==> src/rtl/sdr_trk_pkg.sv <==
package sdr_trk_pkg;
  typedef enum logic [3:0] {
    C_DESEL = 4'd0, C_NOP = 4'd1, C_ACT = 4'd2, C_READ = 4'd3,
    C_WRITE = 4'd4, C_PRE = 4'd5, C_REF = 4'd6, C_MRS = 4'd7,
    C_BST = 4'd8, C_SREF = 4'd9, C_PDN = 4'd10, C_SUSP = 4'd11,
    C_HOLD = 4'd12
  } cmd_e;

  typedef enum logic [2:0] {
    B_IDLE = 3'd0, B_ACT = 3'd1, B_RD = 3'd2, B_WR = 3'd3, B_PRE = 3'd4
  } bstate_e;

  typedef enum logic [1:0] {
    M_NORM = 2'd0, M_PDN = 2'd1, M_SREF = 2'd2, M_SUSP = 2'd3
  } mode_e;
endpackage

==> src/rtl/sdr_cmd_decode.sv <==
module sdr_cmd_decode
  import sdr_trk_pkg::*;
(
  input  logic cs_n,
  input  logic ras_n,
  input  logic cas_n,
  input  logic we_n,
  output cmd_e pin_cmd
);
  always_comb begin
    if (cs_n) begin
      pin_cmd = C_DESEL;
    end else begin
      unique case ({ras_n, cas_n, we_n})
        3'b111:  pin_cmd = C_NOP;
        3'b011:  pin_cmd = C_ACT;
        3'b101:  pin_cmd = C_READ;
        3'b100:  pin_cmd = C_WRITE;
        3'b010:  pin_cmd = C_PRE;
        3'b001:  pin_cmd = C_REF;
        3'b000:  pin_cmd = C_MRS;
        default: pin_cmd = C_BST;
      endcase
    end
  end
endmodule

==> src/rtl/sdr_mode_ctrl.sv <==
module sdr_mode_ctrl
  import sdr_trk_pkg::*;
(
  input  logic  clk,
  input  logic  rst,
  input  logic  cke,
  input  cmd_e  pin_cmd,
  input  logic  both_idle,
  input  logic  any_burst,
  output mode_e mode_q,
  output cmd_e  rep_cmd,
  output logic  adv_en,
  output logic  bad
);
  mode_e mode_d;

  always_comb begin
    mode_d  = mode_q;
    rep_cmd = pin_cmd;
    adv_en  = 1'b0;
    bad     = 1'b0;
    if (mode_q != M_NORM) begin
      // low-power or stalled: only CKE matters, exit edge is a hold cycle
      rep_cmd = C_HOLD;
      if (cke) mode_d = M_NORM;
    end else if (cke) begin
      adv_en = 1'b1;
      if ((pin_cmd == C_REF || pin_cmd == C_MRS) && !both_idle) bad = 1'b1;
    end else if (both_idle) begin
      if (pin_cmd == C_REF) begin
        mode_d  = M_SREF;
        rep_cmd = C_SREF;
      end else begin
        mode_d  = M_PDN;
        rep_cmd = C_PDN;
      end
    end else if (any_burst) begin
      mode_d  = M_SUSP;
      rep_cmd = C_SUSP;
    end else begin
      rep_cmd = C_HOLD;
      bad     = 1'b1;
    end
  end

  always_ff @(posedge clk) begin
    if (rst) mode_q <= M_NORM;
    else     mode_q <= mode_d;
  end

  AST_LOWPWR_NEEDS_IDLE: assert property (@(posedge clk) disable iff (rst)
    (mode_q == M_NORM && !both_idle) |=> (mode_q != M_PDN && mode_q != M_SREF));

  AST_MODE_HELD_LOW: assert property (@(posedge clk) disable iff (rst)
    (mode_q != M_NORM && !cke) |=> (mode_q == $past(mode_q)));
endmodule

==> src/rtl/sdr_bank_fsm.sv <==
module sdr_bank_fsm
  import sdr_trk_pkg::*;
#(
  parameter int ROW_W      = 11,
  parameter int BURST_LEN  = 4,
  parameter int PRE_CYCLES = 2
) (
  input  logic             clk,
  input  logic             rst,
  input  logic             adv_en,
  input  cmd_e             cmd,
  input  logic             sel,
  input  logic             a10,
  input  logic             other_open,
  input  logic [ROW_W-1:0] row_i,
  output bstate_e          state_q,
  output logic [ROW_W-1:0] row_q,
  output logic             bad
);
  localparam int MAXC  = (BURST_LEN > PRE_CYCLES) ? BURST_LEN : PRE_CYCLES;
  localparam int CNT_W = $clog2(MAXC) + 1;
  localparam logic [CNT_W-1:0] BURST_INIT = CNT_W'(BURST_LEN - 1);
  localparam logic [CNT_W-1:0] PRE_INIT   = CNT_W'(PRE_CYCLES - 1);

  bstate_e          st_d;
  logic [CNT_W-1:0] cnt_q, cnt_d;
  logic             ap_q, ap_d;
  logic [ROW_W-1:0] row_d;
  logic             is_open, in_burst;

  assign in_burst = (state_q == B_RD) || (state_q == B_WR);
  assign is_open  = in_burst || (state_q == B_ACT);

  always_comb begin
    st_d  = state_q;
    cnt_d = cnt_q;
    ap_d  = ap_q;
    row_d = row_q;
    bad   = 1'b0;
    if (adv_en) begin
      // timed progression
      case (state_q)
        B_RD, B_WR: begin
          if (cnt_q == '0) begin
            if (ap_q) begin
              st_d  = B_PRE;
              cnt_d = PRE_INIT;
            end else begin
              st_d = B_ACT;
            end
          end else begin
            cnt_d = cnt_q - 1'b1;
          end
        end
        B_PRE: begin
          if (cnt_q == '0) st_d = B_IDLE;
          else             cnt_d = cnt_q - 1'b1;
        end
        default: ;
      endcase
      // command effects override the progression
      case (cmd)
        C_ACT: begin
          if (sel) begin
            if (state_q == B_IDLE) begin
              st_d  = B_ACT;
              row_d = row_i;
            end else begin
              bad = 1'b1;
            end
          end
        end
        C_READ, C_WRITE: begin
          if (sel) begin
            if (is_open) begin
              st_d  = (cmd == C_READ) ? B_RD : B_WR;
              cnt_d = BURST_INIT;
              ap_d  = a10;
            end else begin
              bad = 1'b1;
            end
          end else if (other_open && in_burst) begin
            st_d  = ap_q ? B_PRE : B_ACT;
            cnt_d = ap_q ? PRE_INIT : cnt_d;
          end
        end
        C_PRE: begin
          if ((sel || a10) && is_open) begin
            st_d  = B_PRE;
            cnt_d = PRE_INIT;
          end
        end
        C_BST: begin
          if (in_burst) st_d = B_ACT;
        end
        default: ;
      endcase
    end
  end

  always_ff @(posedge clk) begin
    if (rst) begin
      state_q <= B_IDLE;
      cnt_q   <= '0;
      ap_q    <= 1'b0;
      row_q   <= '0;
    end else begin
      state_q <= st_d;
      cnt_q   <= cnt_d;
      ap_q    <= ap_d;
      row_q   <= row_d;
    end
  end

  AST_ROW_LATCH: assert property (@(posedge clk) disable iff (rst)
    (adv_en && cmd == C_ACT && sel && state_q == B_IDLE)
      |=> (state_q == B_ACT && row_q == $past(row_i)));

  AST_NO_BURST_FROM_IDLE: assert property (@(posedge clk) disable iff (rst)
    (state_q == B_IDLE) |=> (state_q == B_IDLE || state_q == B_ACT));

  AST_FROZEN_WHEN_HELD: assert property (@(posedge clk) disable iff (rst)
    !adv_en |=> ($stable(state_q) && $stable(row_q)));

  AST_PRE_ENDS_IDLE: assert property (@(posedge clk) disable iff (rst)
    (state_q == B_PRE) |=> (state_q == B_PRE || state_q == B_IDLE));
endmodule

==> src/rtl/sdr_cmd_tracker.sv <==
module sdr_cmd_tracker
  import sdr_trk_pkg::*;
#(
  parameter int ADDR_W     = 12,
  parameter int BURST_LEN  = 4,
  parameter int PRE_CYCLES = 2
) (
  input  logic                  clk,
  input  logic                  rst,
  input  logic                  cke,
  input  logic                  cs_n,
  input  logic                  ras_n,
  input  logic                  cas_n,
  input  logic                  we_n,
  input  logic [ADDR_W-1:0]     addr,
  output logic [3:0]            cmd_o,
  output logic [1:0]            mode_o,
  output logic [6-1:0]          bank_state_o,
  output logic [2*(ADDR_W-1)-1:0] open_row_o,
  output logic                  illegal_o
);
  localparam int ROW_W     = ADDR_W - 1;
  localparam int BANK_BIT  = ADDR_W - 1;
  localparam int AP_BIT    = ADDR_W - 2;
  localparam int NUM_BANKS = 2;

  cmd_e    pin_cmd, rep_cmd;
  mode_e   mode_q;
  logic    adv_en, mode_bad;
  bstate_e bst [NUM_BANKS];
  logic [ROW_W-1:0] brow [NUM_BANKS];
  logic [NUM_BANKS-1:0] bank_bad, bank_open, bank_burst, bank_idle;

  sdr_cmd_decode u_dec (
    .cs_n(cs_n), .ras_n(ras_n), .cas_n(cas_n), .we_n(we_n), .pin_cmd(pin_cmd)
  );

  sdr_mode_ctrl u_mode (
    .clk(clk), .rst(rst), .cke(cke), .pin_cmd(pin_cmd),
    .both_idle(&bank_idle), .any_burst(|bank_burst),
    .mode_q(mode_q), .rep_cmd(rep_cmd), .adv_en(adv_en), .bad(mode_bad)
  );

  for (genvar b = 0; b < NUM_BANKS; b++) begin : g_bank
    sdr_bank_fsm #(
      .ROW_W(ROW_W), .BURST_LEN(BURST_LEN), .PRE_CYCLES(PRE_CYCLES)
    ) u_bank (
      .clk(clk), .rst(rst), .adv_en(adv_en), .cmd(pin_cmd),
      .sel(addr[BANK_BIT] == 1'(b)), .a10(addr[AP_BIT]),
      .other_open(bank_open[NUM_BANKS-1-b]),
      .row_i(addr[ROW_W-1:0]),
      .state_q(bst[b]), .row_q(brow[b]), .bad(bank_bad[b])
    );
    assign bank_idle[b]  = (bst[b] == B_IDLE);
    assign bank_burst[b] = (bst[b] == B_RD) || (bst[b] == B_WR);
    assign bank_open[b]  = bank_burst[b] || (bst[b] == B_ACT);
    assign bank_state_o[3*b +: 3]       = bst[b];
    assign open_row_o[ROW_W*b +: ROW_W] = brow[b];
  end

  always_ff @(posedge clk) begin
    if (rst) begin
      cmd_o     <= C_DESEL;
      illegal_o <= 1'b0;
    end else begin
      cmd_o     <= rep_cmd;
      illegal_o <= mode_bad || (|bank_bad);
    end
  end

  assign mode_o = mode_q;

  AST_SUSPEND_FROM_BURST: assert property (@(posedge clk) disable iff (rst)
    (mode_q == M_NORM && !cke && (|bank_burst)) |=> (mode_q == M_SUSP && cmd_o == C_SUSP));
endmodule

==> config.mk <==
export PLATFORM = sky130hd
export DESIGN_NAME = sdr_cmd_tracker
export DESIGN_NICKNAME = d
export VERILOG_FILES = /design/src/rtl/sdr_trk_pkg.sv /design/src/rtl/sdr_cmd_decode.sv /design/src/rtl/sdr_mode_ctrl.sv /design/src/rtl/sdr_bank_fsm.sv /design/src/rtl/sdr_cmd_tracker.sv
export SDC_FILE = /design/constraint.sdc
export NUM_CORES = 1
export LEC_CHECK = 0
export ABC_AREA = 0
export BUFFER_PORTS_ARGS = -buffer_cell sky130_fd_sc_hd__buf_2
export CORE_ASPECT_RATIO = 1.1
export CORE_MARGIN = 3
export CORE_UTILIZATION = 40
export DETAILED_ROUTE_END_ITERATION = 8
export GPL_ROUTABILITY_DRIVEN = 0
export PLACE_DENSITY = 0.71
export SLEW_MARGIN = 20
export SYNTH_ARGS = -nofsm -noshare
export SYNTH_HDL_FRONTEND = slang
export SYNTH_SLANG_ARGS = --single-unit
==> constraint.sdc <==
create_clock -name clk -period 4.92 [get_ports clk]
set_clock_uncertainty 0.15 [all_clocks]
set_input_delay 0.246 -clock clk [delete_from_list [all_inputs] [get_ports clk]]
set_output_delay 0.246 -clock clk [all_outputs]
set_load 0.02 [all_outputs]
==> impl_metrics.tcl, run 1 <==
set metrics [dict create \
    status "finished, final reports clean" \
    vias 2498 \
    grt_pass1_vias 2317 \
    clock_latency_ns 0.31 \
    slowest_stage "or3b_1" \
    start_util_pct 42.4 \
    crit_type "reg2reg" \
    clockBufferDepth 2 \
    final_nets 374 \
    path_clk_slew_ns 0.10 \
    die_area_mm2 0.00730 \
    p_leak_nw 1.28 \
    finalHoldViolations 0 \
    syn2layout_area_growth_pct 13.8 \
    yosysSeqAreaShare_pct 34.1 \
    p_int_uw 527 \
    grt_max_degree 43 \
    setup_viol 0 \
    yosys_warnings 0 \
    grt_pass1_wl_um 10700 \
    critPathTopFamily "simple AND/OR/NAND/NOR gates" \
    synth-seq-cells 43 \
    row_count 29 \
    maxSlewHeadroom_pct 45.6 \
    post-route-min-period_ns 2.39 \
    start_kind "flop" \
    cts_buffers 5 \
    avgSynthCellArea_um2 8.01 \
    p_comb_share_pct 21.5 \
    first_pass_iters 6 \
    worst_pin_slew_ns 0.815 \
    dp_hpwl_um 4570 \
    die_h_um 89.3 \
    syn_inst 315 \
    track_usage_pct 18.3 \
    crit_buf_inv 0 \
    p_per_area_mw_per_mm2 277 \
    cts_resized 0 \
    die-width_um 81.7 \
    slew_viol_final 0 \
    place_inst 421 \
    postCtsSetupRepairBufs 0 \
    fin_tns_setup_ns 0 \
    final.period_utilization_pct 48.5 \
    async_reset_ff_share_pct 0 \
    cts_sinks 43 \
    p_total_uw 797 \
    p_switching_uw 270 \
    drv_cap 0 \
    synthFlopType "dfxtp_1" \
    hold_class "in2reg" \
    core-area_mm2 0.00595 \
    cts_root_buffer "clkbuf_8" \
    drtIter0Drc 220 \
    cts_max_level 2 \
    antenna_cells 0 \
    ys_types 56 \
    cpPeakStageDelay_ns 0.59 \
    cpMostUsedCell "nor2_1" \
    final_util_pct 48.3 \
    cts_tree "built" \
    port_buffers 53 \
    fmax_ghz 0.419 \
    worstPathCellList "or3b_1 -> nor2_1 -> nand3_1 -> mux2i_1 -> nor2_1" \
    switching_share_pct 33.9 \
    gr-total-overflow 0 \
    critPathCaptureType "flop" \
    final_cells 429 \
    routed_wirelength_um 6530 \
    ant_nets 0 \
    pwr-share-seq_pct 47.5 \
    drive_gt1_share_pct 21.0 \
    power.share.clock_pct 31.0 \
    antenna_found_initial 0 \
    viasPerCell 5.82 \
    drc 0 \
    wl_per_cell_um 15.2 \
    vdd.ir_drop.worst_mv 0.198 \
    netlist_area_mm2 0.00252 \
    critPathArrivalTime_ns 2.41 \
    synth_edf_count 0 \
    synth_nets 338 \
    cp.required_ns 4.94 \
    rsz0062_at_grt "false" \
    io_pins 54 \
    cp_max_fo 13 \
    cts_hold_buffers 0 \
]
flip-flops by register name, summed over array words and instances (netlist names):
signal	count
u_mode.mode_q	2
g_bank.u_bank.cnt_q	6
g_bank.u_bank.state_q	6
cmd_o	4
g_bank.u_bank.row_q	22
g_bank.u_bank.ap_q	2
illegal_o	1
kinds of logic (layout without fill, tap and decap cells):
logic type,after synthesis,after routing,synth area share (%)
AND/OR/NAND/NOR,118,118,24.0
multiplexers,25,25,9.92
adder cells (fa/ha/maj),4,4,1.98
AO/OA/AOI/OAI,91,91,24.2
flip-flops,43,43,34.1
buffers and inverters,34,71,5.75
path summary, 6_finish.rpt:
check / slack (ns) / cells past startpoint / start / endpoint
worst max-delay path: 2.53 / 5 / u_mode.mode_q[1] / g_bank[1].u_bank.row_q[3]
worst max register to register: 2.53 / 5 / u_mode.mode_q[1] / g_bank[1].u_bank.row_q[3]
worst min register to register: 0.35 / 2 / g_bank[0].u_bank.row_q[4] / g_bank[0].u_bank.row_q[4]
worst min-delay path: 0.03 / 3 / addr[9] / g_bank[0].u_bank.row_q[9]
power groups by stage:
stage | Sequential, mW | Clock (mW) | Combinational, mW
4_1_cts | 0.379 | 0.253 | 0.170
2_1_floorplan | 0.394 | 0 | 0.116
5_1_grt | 0.382 | 0.264 | 0.189
3_3_place_gp | 0.386 | 0 | 0.167
3_5_place_dp | 0.387 | 0 | 0.169
6_report | 0.379 | 0.247 | 0.171
cell type report:
class                      instances  area [um2]
sequential                        43         861
clock inverter                     3        26.3
fill                             605        3080
inverter                          10        37.5
clock buffer                       5        68.8
timing repair buffer              53         265
tap                               77        96.3
multi-input combinational        238        1520
per-layer routing:
metal | vias to the layer above | part of all wire, % | track usage, % | wire, um
met5 | - | 0 | 0 | 0
met4 | 0 | 2.6 | 6.80 | 173
met2 | 124 | 45 | 28.6 | 2930
li1 | 1212 | - | - | -
met3 | 21 | 8.4 | 4.64 | 551
met1 | 1141 | 44 | 24.4 | 2870
synthesized netlist by cell type (2+ instances only):
cell type | count | area share, %
o21ai_1 | 4 | 0.79
nor4_1 | 6 | 1.5
o21ai_0 | 12 | 2.4
o21a_1 | 3 | 0.89
nand3_1 | 6 | 1.2
nor2_1 | 49 | 7.3
nor3_1 | 7 | 1.4
nand2b_1 | 5 | 1.2
nand2_1 | 14 | 2.1
and2_1 | 3 | 0.74
buf_2 | 8 | 1.6
a311oi_1 | 3 | 1.0
nand4_1 | 2 | 0.50
or3b_1 | 3 | 1.0
a21oi_1 | 31 | 6.1
mux2i_1 | 25 | 9.9
a31oi_1 | 3 | 0.74
nor2b_1 | 8 | 2.0
nand3b_1 | 2 | 0.59
ha_1 | 4 | 2.0
o221ai_1 | 2 | 0.69
o31ai_1 | 6 | 1.8
or2_1 | 2 | 0.50
a22oi_1 | 3 | 0.89
a32oi_1 | 2 | 0.69
dfxtp_1 | 43 | 34
a21o_1 | 2 | 0.59
or3_1 | 3 | 0.74
o32ai_1 | 2 | 0.69
a211oi_1 | 2 | 0.59
inv_1 | 9 | 1.3
nor4_2 | 2 | 0.99
o21bai_1 | 3 | 0.89
clkbuf_1 | 14 | 2.1
worst min-delay path, delay by kind of cell:
| kind | cells | cell delay, ns |
|---|---|---|
| buffers and inverters | 1 | 0.09 |
| multiplexers | 1 | 0.06 |
| AND/OR/NAND/NOR | 1 | 0.07 |
metrics by stage:
stage                     hold WS (ns)  instance area, um2  worst slack, ns
final                           0.0309                2870             2.53
after global routing            0.0222                2870             2.28
after CTS                       0.0279                2870             2.50
after detailed placement         0.332                2780             2.44
after global placement           0.320                2780             2.53
after floorplan                  0.240                2520             3.01
placed cells by master, fill, tap and decap left out, types with 3 or more instances in the layout:
cell type / count
buf_2: 53
or3b_1: 3
nor3_1: 7
o21ai_0: 12
nor2_1: 49
a31oi_1: 3
nand2_1: 14
o31ai_1: 6
nand3_1: 6
clkbuf_8: 5
and2_1: 3
nor2b_1: 8
dfxtp_1: 43
o21a_1: 3
a22oi_1: 3
mux2i_1: 25
inv_1: 9
o21ai_1: 4
o21bai_1: 3
nor4_1: 6
a21oi_1: 31
ha_1: 4
nand2b_1: 5
a311oi_1: 3
or3_1: 3
(Power assumes the default switching activity.)
==> run 2: changes to the inputs <==
PLACE_DENSITY = 0.73   (was 0.71)
clock period = 2.1 ns   (was 4.92 ns; I/O delays follow)
==> impl_metrics.tcl, run 2 (synthesis results as in run 1) <==
set metrics [dict create \
    status "finished, final reports clean" \
    fin_ws_ns 0.141 \
    maxSlewHeadroom_pct 62.7 \
    slew_viol_final 0 \
    p_leak_nw 1.41 \
    die_h_um 89.3 \
    cp_max_fo 7 \
    vdd.ir_drop.worst_mv 0.407 \
    rsz0062_at_grt "false" \
    critPathCaptureType "flop" \
    port_buffers 53 \
    reg.largest.list "g_bank.u_bank.row_q x22, g_bank.u_bank.cnt_q x6, g_bank.u_bank.state_q x6" \
    cts_max_level 2 \
    wl_per_cell_um 14.9 \
    gr-total-overflow 0 \
    post-route-min-period_ns 1.96 \
    r2r_cells 5 \
    crit_type "reg2reg" \
    final_nets 402 \
    mostFrequentLayoutCells "53 x buf_2, 49 x nor2_1, 42 x dfxtp_1, 30 x a21oi_1, 25 x mux2i_1" \
    worst_pin_slew_ns 0.555 \
    p_comb_share_pct 24.3 \
    r2r-start "g_bank[0].u_bank.state_q[0]" \
    regArea_um2 862 \
    track_usage_pct 19.3 \
    p_int_mw 1.28 \
    cts_buffers 5 \
    nFillCells 569 \
    cts_root_buffer "clkbuf_8" \
    min_from "addr[10]" \
    start_util_pct 42.4 \
    io_pins 54 \
    viasPerCell 5.70 \
    p_per_area_mw_per_mm2 617 \
    final_common_cell "buf_2" \
    final.period_utilization_pct 93.3 \
    cts_sinks 43 \
    setup_viol 0 \
    postCtsSetupRepairBufs 0 \
    largest_reg_flops 22 \
    fmax_ghz 0.510 \
    cp.required_ns 2.17 \
    drive_gt1_share_pct 24.7 \
    worstPathCellList "o21bai_1 -> o21ai_0 -> o211ai_2 -> o221ai_2 -> a311oi_2" \
    power.share.clock_pct 30.0 \
    p_switching_uw 643 \
    multi_input_area_mm2 0.00152 \
    drv_cap 0 \
    die-width_um 81.7 \
    reg2reg_slack_ns 0.14 \
    fin_tns_setup_ns 0 \
    antenna_cells 0 \
    grt_pass1_vias 2431 \
    slowest_stage "o21bai_1" \
    clockBufferDepth 2 \
    finalHoldViolations 0 \
    r2r-end "g_bank[0].u_bank.state_q[0]" \
    drtIter0Drc 279 \
    whs_endpoint "g_bank[0].u_bank.ap_q" \
    path_clk_slew_ns 0.10 \
    first_pass_iters 5 \
    min_delay_path_depth 3 \
    top_register "g_bank.u_bank.row_q" \
    die_area_mm2 0.00730 \
    start_kind "flop" \
    clock_latency_ns 0.30 \
    routed_wirelength_um 6810 \
    drc 0 \
    grt_pass1_wl_um 11100 \
    crit_start "g_bank[0].u_bank.state_q[0]" \
    ant_nets 0 \
    antenna_found_initial 0 \
    switching_share_pct 33.5 \
    core-area_mm2 0.00595 \
    critPathArrivalTime_ns 2.03 \
    cpPeakStageDelay_ns 0.42 \
    vias 2607 \
    pwr-share-seq_pct 45.7 \
    p_total_mw 1.92 \
    post-place-ws_ns 0.151 \
    syn2layout_area_growth_pct 23.4 \
    grt_max_degree 29 \
    dp_hpwl_um 4910 \
    row_count 29 \
    hold_class "in2reg" \
    cts_tree "built" \
]
[run 2: changes by cell type in the layout (fill, tap and decap cells not counted), sizes merged]
cell / delta
buf: +18
dlygate4sd3: +10
[run 2: how the worst max path moves through the flow]
stage	slack (ns)	depth (start not counted)	end
floorplan	0.19	6	g_bank[0].u_bank.cnt_q[1]
global placement	0.22	6	g_bank[0].u_bank.state_q[2]
detailed placement	0.15	5	u_mode.mode_q[0]
CTS	0.13	5	g_bank[1].u_bank.state_q[0]
global route	0.02	5	g_bank[0].u_bank.state_q[0]
finish	0.14	5	g_bank[0].u_bank.state_q[0]
[run 2: area by class of cell]
| cell class | count | area share [%] |
|---|---|---|
| clock inverters | 3 | 0.844 |
| well taps | 77 | 3.09 |
| flip-flops and latches | 43 | 27.7 |
| repair buffers | 81 | 16.1 |
| clock buffers | 5 | 2.21 |
| inverters | 10 | 1.21 |
| multi-input cells | 238 | 48.9 |
[run 2: power groups by stage]
stage / Sequential, mW / Combinational [mW] / Clock (mW)
detailed placement: 0.896 / 0.445 / 0
finish: 0.877 / 0.466 / 0.577
global placement: 0.894 / 0.440 / 0
floorplan: 0.924 / 0.271 / 0
CTS: 0.877 / 0.461 / 0.594
global route: 0.883 / 0.512 / 0.620
[run 2: metrics by stage]
| stage | util (%) | hold slack, ns | std cells | area (um2) |
|---|---|---|---|---|
| finish | 52.3 | 0.0279 | 457 | 3110 |
| global route | 52.3 | 0.0479 | 457 | 3110 |
| CTS | 52.2 | 0.0127 | 457 | 3110 |
| detailed placement | 48.9 | 0.212 | 439 | 2910 |
| global placement | 48.9 | 0.197 | 439 | 2910 |
| floorplan | - | 0.0989 | 315 | 2520 |
[run 2: critical path: cells and delay by family (launching register included)]
kind	cells	cell delay (ns)
AOI/OAI and AO/OA	5	1.36
DFF	1	0.37
[run 2: what timing repair did]
| action | 4_1_cts | 5_1_grt |
|---|---|---|
| setup endpoints to repair | 0 | 5 |
| resized for setup | 0 | 2 |
| hold buffers | 10 | 0 |
| hold endpoints to repair | 20 | 0 |
[run 2: layer usage]
metal / global-route usage, % / up-vias / wire length, um
met5: 0 / - / 0
met4: 6.19 / 0 / 133
met3: 4.74 / 17 / 501
met2: 32.4 / 112 / 3180
met1: 24.2 / 1212 / 2990
li1: - / 1266 / -
